[src/rtl/axi_qual_pkg.sv]
package axi_qual_pkg;

   localparam logic [7:0] EVT_RD_ID = 8'h41;
   localparam logic [7:0] EVT_WR_ID = 8'h42;

   localparam int CHAN_BIT = 0;
   localparam int PORT_LSB = 4;

   typedef enum logic [1:0] {
      QM_OFF = 2'd0,
      QM_RD  = 2'd1,
      QM_WR  = 2'd2
   } qual_mode_e;

   function automatic qual_mode_e mode_of(input logic [7:0] code);
      if (code == EVT_RD_ID)      return QM_RD;
      else if (code == EVT_WR_ID) return QM_WR;
      else                        return QM_OFF;
   endfunction

endpackage

[src/rtl/axi_qual_bytes.sv]
module axi_qual_bytes #(
   parameter int LEN_W  = 8,
   parameter int SIZE_W = 3,
   parameter int OUT_W  = 16
) (
   input  logic [LEN_W-1:0]  len_i,
   input  logic [SIZE_W-1:0] size_i,
   output logic [OUT_W-1:0]  bytes_o
);
   localparam int MIN_W = LEN_W + (1 << SIZE_W);

   if (OUT_W < MIN_W) begin : g_bad_width
      $error("axi_qual_bytes: OUT_W too narrow for len and size");
   end

   logic [OUT_W-1:0] beats;

   always_comb begin
      beats   = OUT_W'(len_i) + OUT_W'(1);
      bytes_o = beats << size_i;
   end
endmodule

[src/rtl/axi_qual_match.sv]
module axi_qual_match #(
   parameter int ID_W = 16
) (
   input  logic [ID_W-1:0] id_i,
   input  logic [ID_W-1:0] cmp_i,
   input  logic [ID_W-1:0] mask_i,
   output logic            hit_o
);
   if (ID_W < 1) begin : g_bad_id
      $error("axi_qual_match: ID_W must be positive");
   end

   assign hit_o = ((id_i ^ cmp_i) & mask_i) == '0;
endmodule

[src/rtl/axi_qual_lane.sv]
module axi_qual_lane
   import axi_qual_pkg::*;
#(
   parameter int ID_W      = 16,
   parameter int INC_W     = 16,
   parameter int BUS_BYTES = 8,
   parameter int MUX_W     = 8
) (
   input  logic              clk,
   input  logic              rst_n,
   input  logic [7:0]        evt_i,
   input  logic [2*ID_W-1:0] cmp_i,
   input  logic [MUX_W-1:0]  mux_i,
   input  logic              byte_i,
   input  logic              ar_hs,
   input  logic [ID_W-1:0]   ar_id,
   input  logic [INC_W-1:0]  ar_bytes,
   input  logic              r_hs,
   input  logic [ID_W-1:0]   r_id,
   input  logic              r_last,
   input  logic              aw_hs,
   input  logic [ID_W-1:0]   aw_id,
   input  logic [INC_W-1:0]  aw_bytes,
   input  logic              w_hs,
   input  logic [ID_W-1:0]   w_id,
   input  logic              w_last,
   output logic [INC_W-1:0]  inc_o,
   output logic              own_o
);
   localparam int CMP_W = 2 * ID_W;

   if (MUX_W <= PORT_LSB) begin : g_bad_mux
      $error("axi_qual_lane: MUX_W must hold the port field");
   end

   qual_mode_e       mode;
   logic             data_sel;
   logic             port_ok;
   logic [ID_W-1:0]  sel_id;
   logic             sel_hs;
   logic             sel_last;
   logic [INC_W-1:0] sel_bytes;
   logic             hit;
   logic [INC_W-1:0] inc_d;
   logic [INC_W-1:0] inc_q;

   assign mode     = mode_of(evt_i);
   assign data_sel = mux_i[CHAN_BIT];
   assign port_ok  = (mux_i[MUX_W-1:PORT_LSB] == '0);
   assign own_o    = (mode != QM_OFF);

   // Pick one channel first so a single comparator serves the lane
   always_comb begin
      sel_id    = '0;
      sel_hs    = 1'b0;
      sel_last  = 1'b0;
      sel_bytes = '0;
      unique case (mode)
         QM_RD: begin
            sel_id    = data_sel ? r_id : ar_id;
            sel_hs    = data_sel ? r_hs : ar_hs;
            sel_last  = r_last;
            sel_bytes = ar_bytes;
         end
         QM_WR: begin
            sel_id    = data_sel ? w_id : aw_id;
            sel_hs    = data_sel ? w_hs : aw_hs;
            sel_last  = w_last;
            sel_bytes = aw_bytes;
         end
         default: ;
      endcase
   end

   axi_qual_match #(.ID_W(ID_W)) u_match (
      .id_i   (sel_id),
      .cmp_i  (cmp_i[ID_W-1:0]),
      .mask_i (cmp_i[CMP_W-1:ID_W]),
      .hit_o  (hit)
   );

   always_comb begin
      inc_d = '0;
      if (mode != QM_OFF && port_ok && sel_hs && hit) begin
         if (!data_sel)   inc_d = byte_i ? sel_bytes : INC_W'(1);
         else if (byte_i) inc_d = INC_W'(BUS_BYTES);
         else             inc_d = sel_last ? INC_W'(1) : '0;
      end
   end

   always_ff @(posedge clk) begin
      if (!rst_n) inc_q <= '0;
      else        inc_q <= inc_d;
   end

   assign inc_o = inc_q;

   assert_off_silent_R1: assert property (@(posedge clk) disable iff (!rst_n)
      (inc_o != '0) |-> $past(evt_i == EVT_RD_ID || evt_i == EVT_WR_ID));

   assert_port_rsvd_R6: assert property (@(posedge clk) disable iff (!rst_n)
      $past(mux_i[MUX_W-1:PORT_LSB] != '0) |-> (inc_o == '0));

   assert_mode_isolation_R9: assert property (@(posedge clk) disable iff (!rst_n)
      $past(evt_i == EVT_RD_ID && !ar_hs && !r_hs) |-> (inc_o == '0));

   assert_burst_unit_R5: assert property (@(posedge clk) disable iff (!rst_n)
      ($past(!byte_i) && inc_o != '0) |-> (inc_o == INC_W'(1)));

   assert_data_beat_R8: assert property (@(posedge clk) disable iff (!rst_n)
      ($past(byte_i && mux_i[CHAN_BIT]) && inc_o != '0) |-> (inc_o == INC_W'(BUS_BYTES)));
endmodule

[src/rtl/axi_id_evt_qual.sv]
module axi_id_evt_qual
   import axi_qual_pkg::*;
#(
   parameter int NUM_CNT   = 3,
   parameter int ID_W      = 16,
   parameter int LEN_W     = 8,
   parameter int SIZE_W    = 3,
   parameter int EVT_W     = 8,
   parameter int MUX_W     = 8,
   parameter int BUS_BYTES = 8,
   parameter int INC_W     = LEN_W + (1 << SIZE_W)
) (
   input  logic                      clk,
   input  logic                      rst_n,
   input  logic [NUM_CNT*EVT_W-1:0]  evt_code,
   input  logic [NUM_CNT*2*ID_W-1:0] flt_cmp,
   input  logic [NUM_CNT*MUX_W-1:0]  flt_mux,
   input  logic [NUM_CNT-1:0]        byte_mode,
   input  logic                      ar_valid,
   input  logic                      ar_ready,
   input  logic [ID_W-1:0]           ar_id,
   input  logic [LEN_W-1:0]          ar_len,
   input  logic [SIZE_W-1:0]         ar_size,
   input  logic                      r_valid,
   input  logic                      r_ready,
   input  logic [ID_W-1:0]           r_id,
   input  logic                      r_last,
   input  logic                      aw_valid,
   input  logic                      aw_ready,
   input  logic [ID_W-1:0]           aw_id,
   input  logic [LEN_W-1:0]          aw_len,
   input  logic [SIZE_W-1:0]         aw_size,
   input  logic                      w_valid,
   input  logic                      w_ready,
   input  logic [ID_W-1:0]           w_id,
   input  logic                      w_last,
   output logic [NUM_CNT*INC_W-1:0]  cnt_inc,
   output logic [NUM_CNT-1:0]        filt_own
);
   localparam int CMP_W = 2 * ID_W;

   if (NUM_CNT < 1) begin : g_bad_cnt
      $error("axi_id_evt_qual: NUM_CNT must be positive");
   end
   if (EVT_W != 8) begin : g_bad_evt
      $error("axi_id_evt_qual: event codes are 8 bits");
   end
   if (BUS_BYTES < 1 || (BUS_BYTES & (BUS_BYTES - 1)) != 0) begin : g_bad_bus
      $error("axi_id_evt_qual: BUS_BYTES must be a power of two");
   end
   if (INC_W < LEN_W + (1 << SIZE_W) || INC_W > 31) begin : g_bad_inc
      $error("axi_id_evt_qual: INC_W out of range");
   end

   logic             ar_hs, r_hs, aw_hs, w_hs;
   logic [INC_W-1:0] ar_bytes, aw_bytes;

   assign ar_hs = ar_valid & ar_ready;
   assign r_hs  = r_valid  & r_ready;
   assign aw_hs = aw_valid & aw_ready;
   assign w_hs  = w_valid  & w_ready;

   // Byte totals are shared by every lane
   axi_qual_bytes #(.LEN_W(LEN_W), .SIZE_W(SIZE_W), .OUT_W(INC_W)) u_ar_bytes (
      .len_i (ar_len), .size_i (ar_size), .bytes_o (ar_bytes)
   );
   axi_qual_bytes #(.LEN_W(LEN_W), .SIZE_W(SIZE_W), .OUT_W(INC_W)) u_aw_bytes (
      .len_i (aw_len), .size_i (aw_size), .bytes_o (aw_bytes)
   );

   for (genvar g = 0; g < NUM_CNT; g++) begin : g_lane
      axi_qual_lane #(
         .ID_W      (ID_W),
         .INC_W     (INC_W),
         .BUS_BYTES (BUS_BYTES),
         .MUX_W     (MUX_W)
      ) u_lane (
         .clk      (clk),
         .rst_n    (rst_n),
         .evt_i    (evt_code[g*EVT_W +: EVT_W]),
         .cmp_i    (flt_cmp[g*CMP_W +: CMP_W]),
         .mux_i    (flt_mux[g*MUX_W +: MUX_W]),
         .byte_i   (byte_mode[g]),
         .ar_hs    (ar_hs),
         .ar_id    (ar_id),
         .ar_bytes (ar_bytes),
         .r_hs     (r_hs),
         .r_id     (r_id),
         .r_last   (r_last),
         .aw_hs    (aw_hs),
         .aw_id    (aw_id),
         .aw_bytes (aw_bytes),
         .w_hs     (w_hs),
         .w_id     (w_id),
         .w_last   (w_last),
         .inc_o    (cnt_inc[g*INC_W +: INC_W]),
         .own_o    (filt_own[g])
      );
   end
endmodule

[config.mk]
export PLATFORM = sky130hd
export DESIGN_NAME = axi_id_evt_qual
export DESIGN_NICKNAME = d
export VERILOG_FILES = /design/src/rtl/axi_qual_pkg.sv /design/src/rtl/axi_qual_bytes.sv /design/src/rtl/axi_qual_match.sv /design/src/rtl/axi_qual_lane.sv /design/src/rtl/axi_id_evt_qual.sv
export SDC_FILE = /design/constraint.sdc
export NUM_CORES = 1
export LEC_CHECK = 0
export BUFFER_PORTS_ARGS = -buffer_cell sky130_fd_sc_hd__buf_4
export CORE_MARGIN = 1.5
export CORE_UTILIZATION = 40
export CTS_CLUSTER_DIAMETER = 50
export DETAILED_ROUTE_END_ITERATION = 8
export PLACE_DENSITY_LB_ADDON = 0.05
export SYNTH_ARGS = -nofsm -noshare
export SYNTH_HDL_FRONTEND = slang
export SYNTH_SLANG_ARGS = --single-unit
[constraint.sdc]
create_clock -name clk -period 3.17 [get_ports clk]
set_input_delay 0.317 -clock clk [delete_from_list [all_inputs] [get_ports clk]]
set_output_delay 0.317 -clock clk [all_outputs]
set_load 0.01 [all_outputs]
# ---- After elaboration in Yosys (flattened, before gate mapping)
# Index checks and enable logic that the tools add are counted.
dict set report totals {
  elab_cells 92
  input_bits 245
  out_inout_bits 51
  regBits 48
}
dict set report op_classes {
  n_mux 42
  bitwise 10
  reduce_logical 21
  n_shift 2
  eq_ne 12
  addsub 2
}
# op n
set op_table {}
lappend op_table {{$mux 16} 15}
lappend op_table {{$pmux 16 s2} 6}
lappend op_table {{$and 16x16->16} 3}
lappend op_table {{$eq 8x7->1 const B} 6}
lappend op_table {{$logic_not 16->1} 3}
lappend op_table {{$xor 16x16->16} 3}
lappend op_table {{$shl 16x3->16} 2}
lappend op_table {{$add 8x1->9 const B} 2}
lappend op_table {{$logic_not 4->1} 3}
lappend op_table {{$mux 2} 6}
lappend op_table {{$pmux 1 s2} 6}
lappend op_table {{$logic_and 1x1->1} 9}
lappend op_table {{$mux 1} 9}
lappend op_table {{$eq 2x1->1 const B} 3}
lappend op_table {{$eq 2x2->1 const B} 3}
lappend op_table {{$reduce_and 2->1} 3}
lappend op_table {{$reduce_bool 2->1} 3}
lappend op_table {{$and 1x1->1} 4}

# ---- Logic depth before layout (Yosys ltp)
# Gate-level depths: netlist of the first run.
dict set report depth {
  ltp_word 10
  mapped_depth 11
  depth_no_buf 8
}

# ---- Modules after synthesis
# A second synthesis of the first run with hierarchy kept.
dict set report unflattened {
  cells_unflattened 654
  area_unflattened_um2 5411.4
}
# mod seq_area_each_um2 cells_each n_inst area_per_inst_um2
set modules_own_cells {}
lappend modules_own_cells {axi_qual_lane 320.3 129 3 1196.1}
lappend modules_own_cells {axi_qual_bytes 0.0 91 2 574.3}
lappend modules_own_cells {axi_qual_match 0.0 27 3 216.5}
lappend modules_own_cells {axi_id_evt_qual 0.0 4 1 25.0}

# ---- Least setup slack after synthesis of the first run
# No wires, ideal clock.
dict set report synth_timing {
  path_type {input-to-reg}
  startpoint {input evt_code[3]}
  endpoint {register g_lane[0].u_lane.inc_q[10]}
  path_slack_ns 0.619
  stages 10
  path_buffers 3
  setup_time_ns 0.078
  required_ns 3.092
  arrival_ns 2.472
  path_cell_list {nor4_1 and3b_1 clkbuf_1 clkbuf_1 nand2_1 xnor2_1 a2111oi_0 nand4b_1 buf_2 nor3_1}
}
dict set report synth_via {
  elab_chain_len 10
  word_cells_on_any_way 19
  cone_classes {eq/ne (4); mux (7); bitwise (2); reduce/logical (6)}
}
# element line_no
set synth_rtl {}
lappend synth_rtl {{from (decl)} axi_id_evt_qual.sv:15} ;# input logic [NUM_CNT*EVT_W-1:0] evt_code,
lappend synth_rtl {{$eq 8x7->1} axi_qual_pkg.sv:17} ;# else if (code == EVT_WR_ID) return QM_WR;
lappend synth_rtl {{$mux 2} axi_qual_pkg.sv:17}
lappend synth_rtl {{$mux 2 (*)} axi_qual_pkg.sv:16} ;# if (code == EVT_RD_ID) return QM_RD;
lappend synth_rtl {{$eq 2x2->1 / $eq 2x1->1 (equally long branches)} axi_qual_lane.sv:58} ;# unique case (mode)
lappend synth_rtl {{$pmux 16 s2} axi_qual_lane.sv:58}
lappend synth_rtl {{$xor 16x16->16} axi_qual_match.sv:13} ;# assign hit_o = ((id_i ^ cmp_i) & mask_i) == '0;
lappend synth_rtl {{$and 16x16->16} axi_qual_match.sv:13}
lappend synth_rtl {{$logic_not 16->1} axi_qual_match.sv:13}
lappend synth_rtl {{$logic_and 1x1->1} axi_qual_lane.sv:84} ;# if (mode != QM_OFF && port_ok && sel_hs && hit) begin
lappend synth_rtl {{$reduce_and 2->1 (no line)} --}
lappend synth_rtl {{to (signal assigned)} axi_qual_lane.sv:93} ;# else inc_q <= inc_d;
lappend synth_rtl {{to (decl)} axi_qual_lane.sv:45} ;# logic [INC_W-1:0] inc_q;
# Every way passes the cells marked *; elsewhere a longest branch is shown, timed or not.
# A chain may end at the register's enable or synchronous reset.

# ---- Final worst setup path of the first run
dict set report layout_timing {
  startpoint {input evt_code[16]}
  endpoint {register g_lane[2].u_lane.inc_q[11]}
}
dict set report layout_via {
  elab_chain_len 10
  word_cells_on_any_way 19
  cone_classes {eq/ne (4); mux (7); bitwise (2); reduce/logical (6)}
}
# element line_no
set layout_rtl {}
lappend layout_rtl {{$eq 8x7->1} axi_qual_pkg.sv:17}
lappend layout_rtl {{$mux 2} axi_qual_pkg.sv:17}
lappend layout_rtl {{$mux 2 (*)} axi_qual_pkg.sv:16}
lappend layout_rtl {{$eq 2x2->1 / $eq 2x1->1 (equally long branches)} axi_qual_lane.sv:58}
lappend layout_rtl {{$pmux 16 s2} axi_qual_lane.sv:58}
lappend layout_rtl {{$xor 16x16->16} axi_qual_match.sv:13}
lappend layout_rtl {{$and 16x16->16} axi_qual_match.sv:13}
lappend layout_rtl {{$logic_not 16->1} axi_qual_match.sv:13}
lappend layout_rtl {{$logic_and 1x1->1} axi_qual_lane.sv:84}
lappend layout_rtl {{$reduce_and 2->1 (no line)} --}
lappend layout_rtl {{to (signal assigned)} axi_qual_lane.sv:93}
lappend layout_rtl {{to (decl)} axi_qual_lane.sv:45}
# Marks and branches as above.

==> flow_summary.toml, run 1 <==
[outcome]
status = "completed"

[yosys]
ys_seq_elements = 48
yosys-top-cells-count = "mux2i_1, nand2_1, o22ai_1"
synth-main-ff-cell = "dfxtp_1"
synth_most_common_cell = "mux2i_1"
synthesis.nets = 1010
syn_inst = 763
ys_warn_count = 0
synth_edf_count = 0
yosysTopAreaCellShare = 0.2320
async_reset_ff_frac = 0
synthesis.area_sq_um = 5826
yosysSeqAreaShare = 0.1649
syn_area_per_cell_sq_um = 7.635
synth_largest_area_cell = "mux2i_1"
synth.distinct_cells = 65
synth_area_leaders = "mux2i_1, dfxtp_1, nand2_1, o22ai_1, nand2b_1"

[die]
num_io_pins = 296
die-width_um = 123.7
fp.dieH_um = 123.7
design.core.area_sq_um = 14040
die-area_sq_um = 15300
start_util = 0.4149
rows = 43

[cts]
cts_sinks = 48
cts_setup_buffers = 0
cts_resized = 0
cts_buffers = 5
clkTransAtPathRegs_ns = 0.06
cts.path.max_buffers = 2
cts_root_buf = "clkbuf_16"
htree_levels = 2
tritoncts = "built"
ctsHoldBuffers = 0

[run]
maxCapViolCount = 0

[finish]
layout-drive-gt1-share = 0.3291
postLayoutCoreUtil = 0.5823
area_delta_synth_final_pct = 40.36
fin_nets = 1258
antenna_cells = 0
n_fill_cell = 1399
largest_reg_flops = 48

[pwr]
power_frac_comb = 0.404
seqPwrFrac = 0.317
p_clk_frac = 0.279
p_leak_nw = 3.720
ir_worst_vdd_v = 0.0001746
intPower_w = 0.001310
p_switching_w = 0.0005946
p_sw_frac = 0.3121
p_per_area_nw_per_um2 = 233.0

[sta]
max_freq_ghz = 0.3725
period_minus_slack_ns = 2.684
setup_viol = 0
finalSetupTns_ns = 0
final_max_slew_viol_count = 0
hold_violations = 0
rsz0062_at_grt = "no"
tightest_slew_ns = 0.6822
maxSlewHeadroom = 0.5410
fin_crit_sh = 0.8468

[global_route]
grt_first_pass_wirelength_um = 33820
gr-usage-all-layers = 0.2842
antenna_found_initial = 0
grt_max_degree = 39
grt_overflow = 0
grt_pass1_vias = 6545

[setup_path]
cp-startpoint = "evt_code[16]"
critPathMaxStageDelay_ns = 0.52
start_kind = "input pin"
crit_required_ns = 3.39
cp_common_cell = "buf_4"
cpMaxStageDelayCell = "or4b_1"
path_class = "in -> reg"
crit_chain = "buf_4, or2b_1, buf_4, o22ai_1, nand2_1, xnor2_1, a2111o_1, or4b_1, buf_4, nor2_1"
cpLargestDelayFamily = "simple AND/OR/NAND/NOR gates"
worstSetupEndpointType = "flip-flop"
worst-path-max-fanout = 14
critPathArrivalTime_ns = 2.90
critPathBufInv = 3

[detailed_routing]
viasPerCell = 5.696
num_vias = 6790
firstDrtPassIters = 6
drc = 0
routed_wl_um = 22060
wl_per_cell_um = 18.50
first_iter_violations = 489
drtAntennaViolNets = 0

[place]
gp_congestion = 0.9317
dp_hpwl_um = 18160
port_buffers = 286

[worst_hold_path]
hold_path_class = "in -> reg"
hold_start = "byte_mode[2]"
## layout by cell type (no fill, tap or decap), drive strengths merged, types with 6 or more instances in the layout
cell     netlist  routed
a2111oi        8       8
a211o          9       9
a211oi         6       6
a21oi         12      12
a22oi         29      29
a32oi          9       9
and2           8       8
buf           24     304
clkbuf        39       6
dfxtp         48      48
inv            8       8
mux2           6       6
mux2i        135     135
nand2         99      99
nand2b        38      38
nand3          9       9
nor2          46      46
nor3          30      30
nor4           9       9
o21ai         12      12
o22a          12      12
o22ai         51      51
or2            8       8
xnor2         16      16
xor2           8       8
## cell type report
cell class / count / area, sq um / area share
Timing Repair Buffer: 304 / 2282 / 0.2791
Sequential cell: 48 / 960.9 / 0.1175
Tap cell: 180 / 225.2 / 0.02754
Inverter: 9 / 33.78 / 0.004132
Clock buffer: 6 / 138.9 / 0.01699
Clock inverter: 2 / 15.01 / 0.001836
Multi-Input combinational cell: 643 / 4521 / 0.5529
## path summary, 6_finish.rpt
kind | slack [ns] | cells after the start | end
setup / recovery | 0.49 | 10 | g_lane[2].u_lane.inc_o[11]
hold / removal | 0.30 | 2 | g_lane[2].u_lane.inc_o[3]
## power groups by stage
stage | Sequential (W) | Combinational, W | Clock (W)
5_1_grt | 0.000602 | 0.000835 | 0.000564
2_1_floorplan | 0.000617 | 0.000405 | 0
4_1_cts | 0.000603 | 0.000766 | 0.000536
3_3_place_gp | 0.000617 | 0.000757 | 0
3_5_place_dp | 0.000617 | 0.000764 | 0
6_report | 0.000603 | 0.000770 | 0.000532
## logic make-up after synthesis
kind of cell               count (synthesis)  synth area share
muxes                                    142            0.2474
and+or+nand+nor                          285            0.2470
DFF                                       48            0.1649
AOI/OAI and AO/OA                        190            0.2412
buffers and inverters                     72           0.05906
xor gates and xnor gates                  24           0.03608
adders and majority gates                  2          0.004295
## per-stage QoR
step	setup WS [ns]	hold WS (ns)	instances	cell area, sq um	total power [W]
floorplan	0.6195	0.4836	763	5826	0.001021
global placement	0.2986	0.5971	1184	8023	0.001373
detailed placement	0.2273	0.5993	1184	8023	0.001380
CTS	0.5216	0.3032	1192	8177	0.001904
global route	0.3248	0.3125	1192	8177	0.002002
finish	0.4858	0.3029	1192	8177	0.001905
## per-layer routing
metal  vias up  share of wire  GRT usage
met5         -              0          0
met4         0          0.037     0.1128
met3        46          0.065    0.04304
li1       3387              -          -
met1      3069           0.40     0.3383
met2       288           0.50     0.5100
No activity file was read; power rests on OpenSTA's default activity.
==> run 2, diff against run 1 <==
==> constraint.sdc (replaced) <==
create_clock -name clk -period 2.6 [get_ports clk]
set_input_delay 0.26 -clock clk [delete_from_list [all_inputs] [get_ports clk]]
set_output_delay 0.26 -clock clk [all_outputs]
set_load 0.01 [all_outputs]
==> flow_summary.toml, run 2 (synthesized netlist as in run 1, its figures left out) <==
[sta]
rsz0062_at_grt = "no"
setup_viol = 0
holdWs_ns = 0.2571
period_minus_slack_ns = 2.404
final.setup.worst_slack_ns = 0.1958
fin_crit_sh = 0.9247
hold_violations = 0
tightest_slew_ns = 0.6892
maxSlewHeadroom = 0.5363
finalSetupTns_ns = 0
max_freq_ghz = 0.4159
final_max_slew_viol_count = 0

[detailed_routing]
num_vias = 6902
routed_wl_um = 22530
drtAntennaViolNets = 0
wl_per_cell_um = 18.43
firstDrtPassIters = 5
viasPerCell = 5.648
drc = 0
first_iter_violations = 495

[setup_path]
critPathArrivalTime_ns = 2.62
path_class = "in -> reg"
critPathBufInv = 3
crit_required_ns = 2.81
start_kind = "input pin"
crit_chain = "buf_4, or2b_4, buf_4, o22ai_1, nand2_1, mux2i_1, a2111o_1, or4b_1, buf_4, nor2_1"
worstSetupEndpointType = "flip-flop"
cp-endpoint = "g_lane[2].u_lane.inc_o[1]"
cp_common_cell = "buf_4"
cp.depth = 10
worst-path-max-fanout = 14
critPathMaxStageDelay_ns = 0.51
cpLargestDelayFamily = "simple AND/OR/NAND/NOR gates"
cp-startpoint = "evt_code[16]"
cpMaxStageDelayCell = "or4b_1"

[finish]
layout-drive-gt1-share = 0.3503
mostFrequentLayoutCells = "buf_4, mux2i_1, nand2_1"
largest_reg_flops = 48
n_fill_cell = 1393
mostFrequentLayoutCell = "buf_4"
antenna_cells = 0
fin_area_sq_um = 8494
multi_input_area_sq_um = 4526
fin_nets = 1288
area_delta_synth_final_pct = 45.81
ff_latch_area_sq_um = 960.9

[cts]
cts_buffers = 5
cts_sinks = 48
htree_levels = 2
cts.path.max_buffers = 2
clkTransAtPathRegs_ns = 0.06
tritoncts = "built"
cts_root_buf = "clkbuf_16"
ctsHoldBuffers = 0

[die]
start_util = 0.4149
die-area_sq_um = 15300
fp.dieH_um = 123.7
num_io_pins = 296
rows = 43
design.core.area_sq_um = 14040
die-width_um = 123.7

[pwr]
p_per_area_nw_per_um2 = 279.0
finalPower_w = 0.002370
p_leak_nw = 3.902
ir_worst_vdd_v = 0.0002745

[global_route]
grt_pass1_vias = 6548
gr-usage-all-layers = 0.2852
antenna_found_initial = 0
grt_overflow = 0
grt_max_degree = 29
grt_first_pass_wirelength_um = 34180

[outcome]
status = "completed"

[place]
port_buffers = 286
gp_congestion = 0.9276
place_ws_ns = -0.1834
dpl_cell_area_sq_um = 8335
dp_hpwl_um = 18760

[worst_hold_path]
hold_path_class = "in -> reg"

[run]
maxCapViolCount = 0
[run 2: cell types whose count changed in the layout (fill, tap and decap cells not counted), sizes merged]
cell / previous run / this run
buf: 304 / 334
[run 2: layer usage]
layer  share of wire  up-vias  track usage
met5               0        -            0
met4           0.023        0      0.06968
met3           0.068       32      0.04441
met2            0.52      272       0.5380
met1            0.39     3157       0.3344
li1                -     3441            -
[run 2: how the worst min path moves through the flow]
stage	end	cells past startpoint	slack (ns)	startpoint
floorplan	g_lane[0].u_lane.inc_o[3]	1	0.43	byte_mode[0]
global placement	g_lane[2].u_lane.inc_o[3]	2	0.55	byte_mode[2]
detailed placement	g_lane[2].u_lane.inc_o[3]	2	0.55	byte_mode[2]
CTS	g_lane[2].u_lane.inc_o[3]	2	0.26	byte_mode[2]
global route	g_lane[2].u_lane.inc_o[3]	2	0.27	byte_mode[2]
finish	g_lane[2].u_lane.inc_o[3]	2	0.26	byte_mode[2]
[run 2: stage by stage]
stage                 util  std cells
floorplan                -        763
global placement    0.5936       1214
detailed placement  0.5936       1214
CTS                 0.6046       1222
global route        0.6049       1222
finish              0.6049       1222
[run 2: what timing repair did]
action                     4_1_cts  5_1_grt
setup endpoints to repair        0       14
resized for setup                0        2
setup buffers                    0        0
[run 2: layout make-up]
| class | instances | share of cell area |
|---|---|---|
| Clock inverter | 2 | 0.001768 |
| Tap cell | 180 | 0.02651 |
| Timing Repair Buffer | 334 | 0.3055 |
| Sequential cell | 48 | 0.1131 |
| Multi-Input combinational cell | 643 | 0.5328 |
| Inverter | 9 | 0.003977 |
| Clock buffer | 6 | 0.01635 |
[run 2: where the power goes]
part	leakage [nW]	switching, W	internal, W
combinational	3.45	0.000470	0.000517
sequential	0.386	0.0000000000219	0.000735
clock	0.0691	0.000265	0.000382
total	3.90	0.000736	0.00163
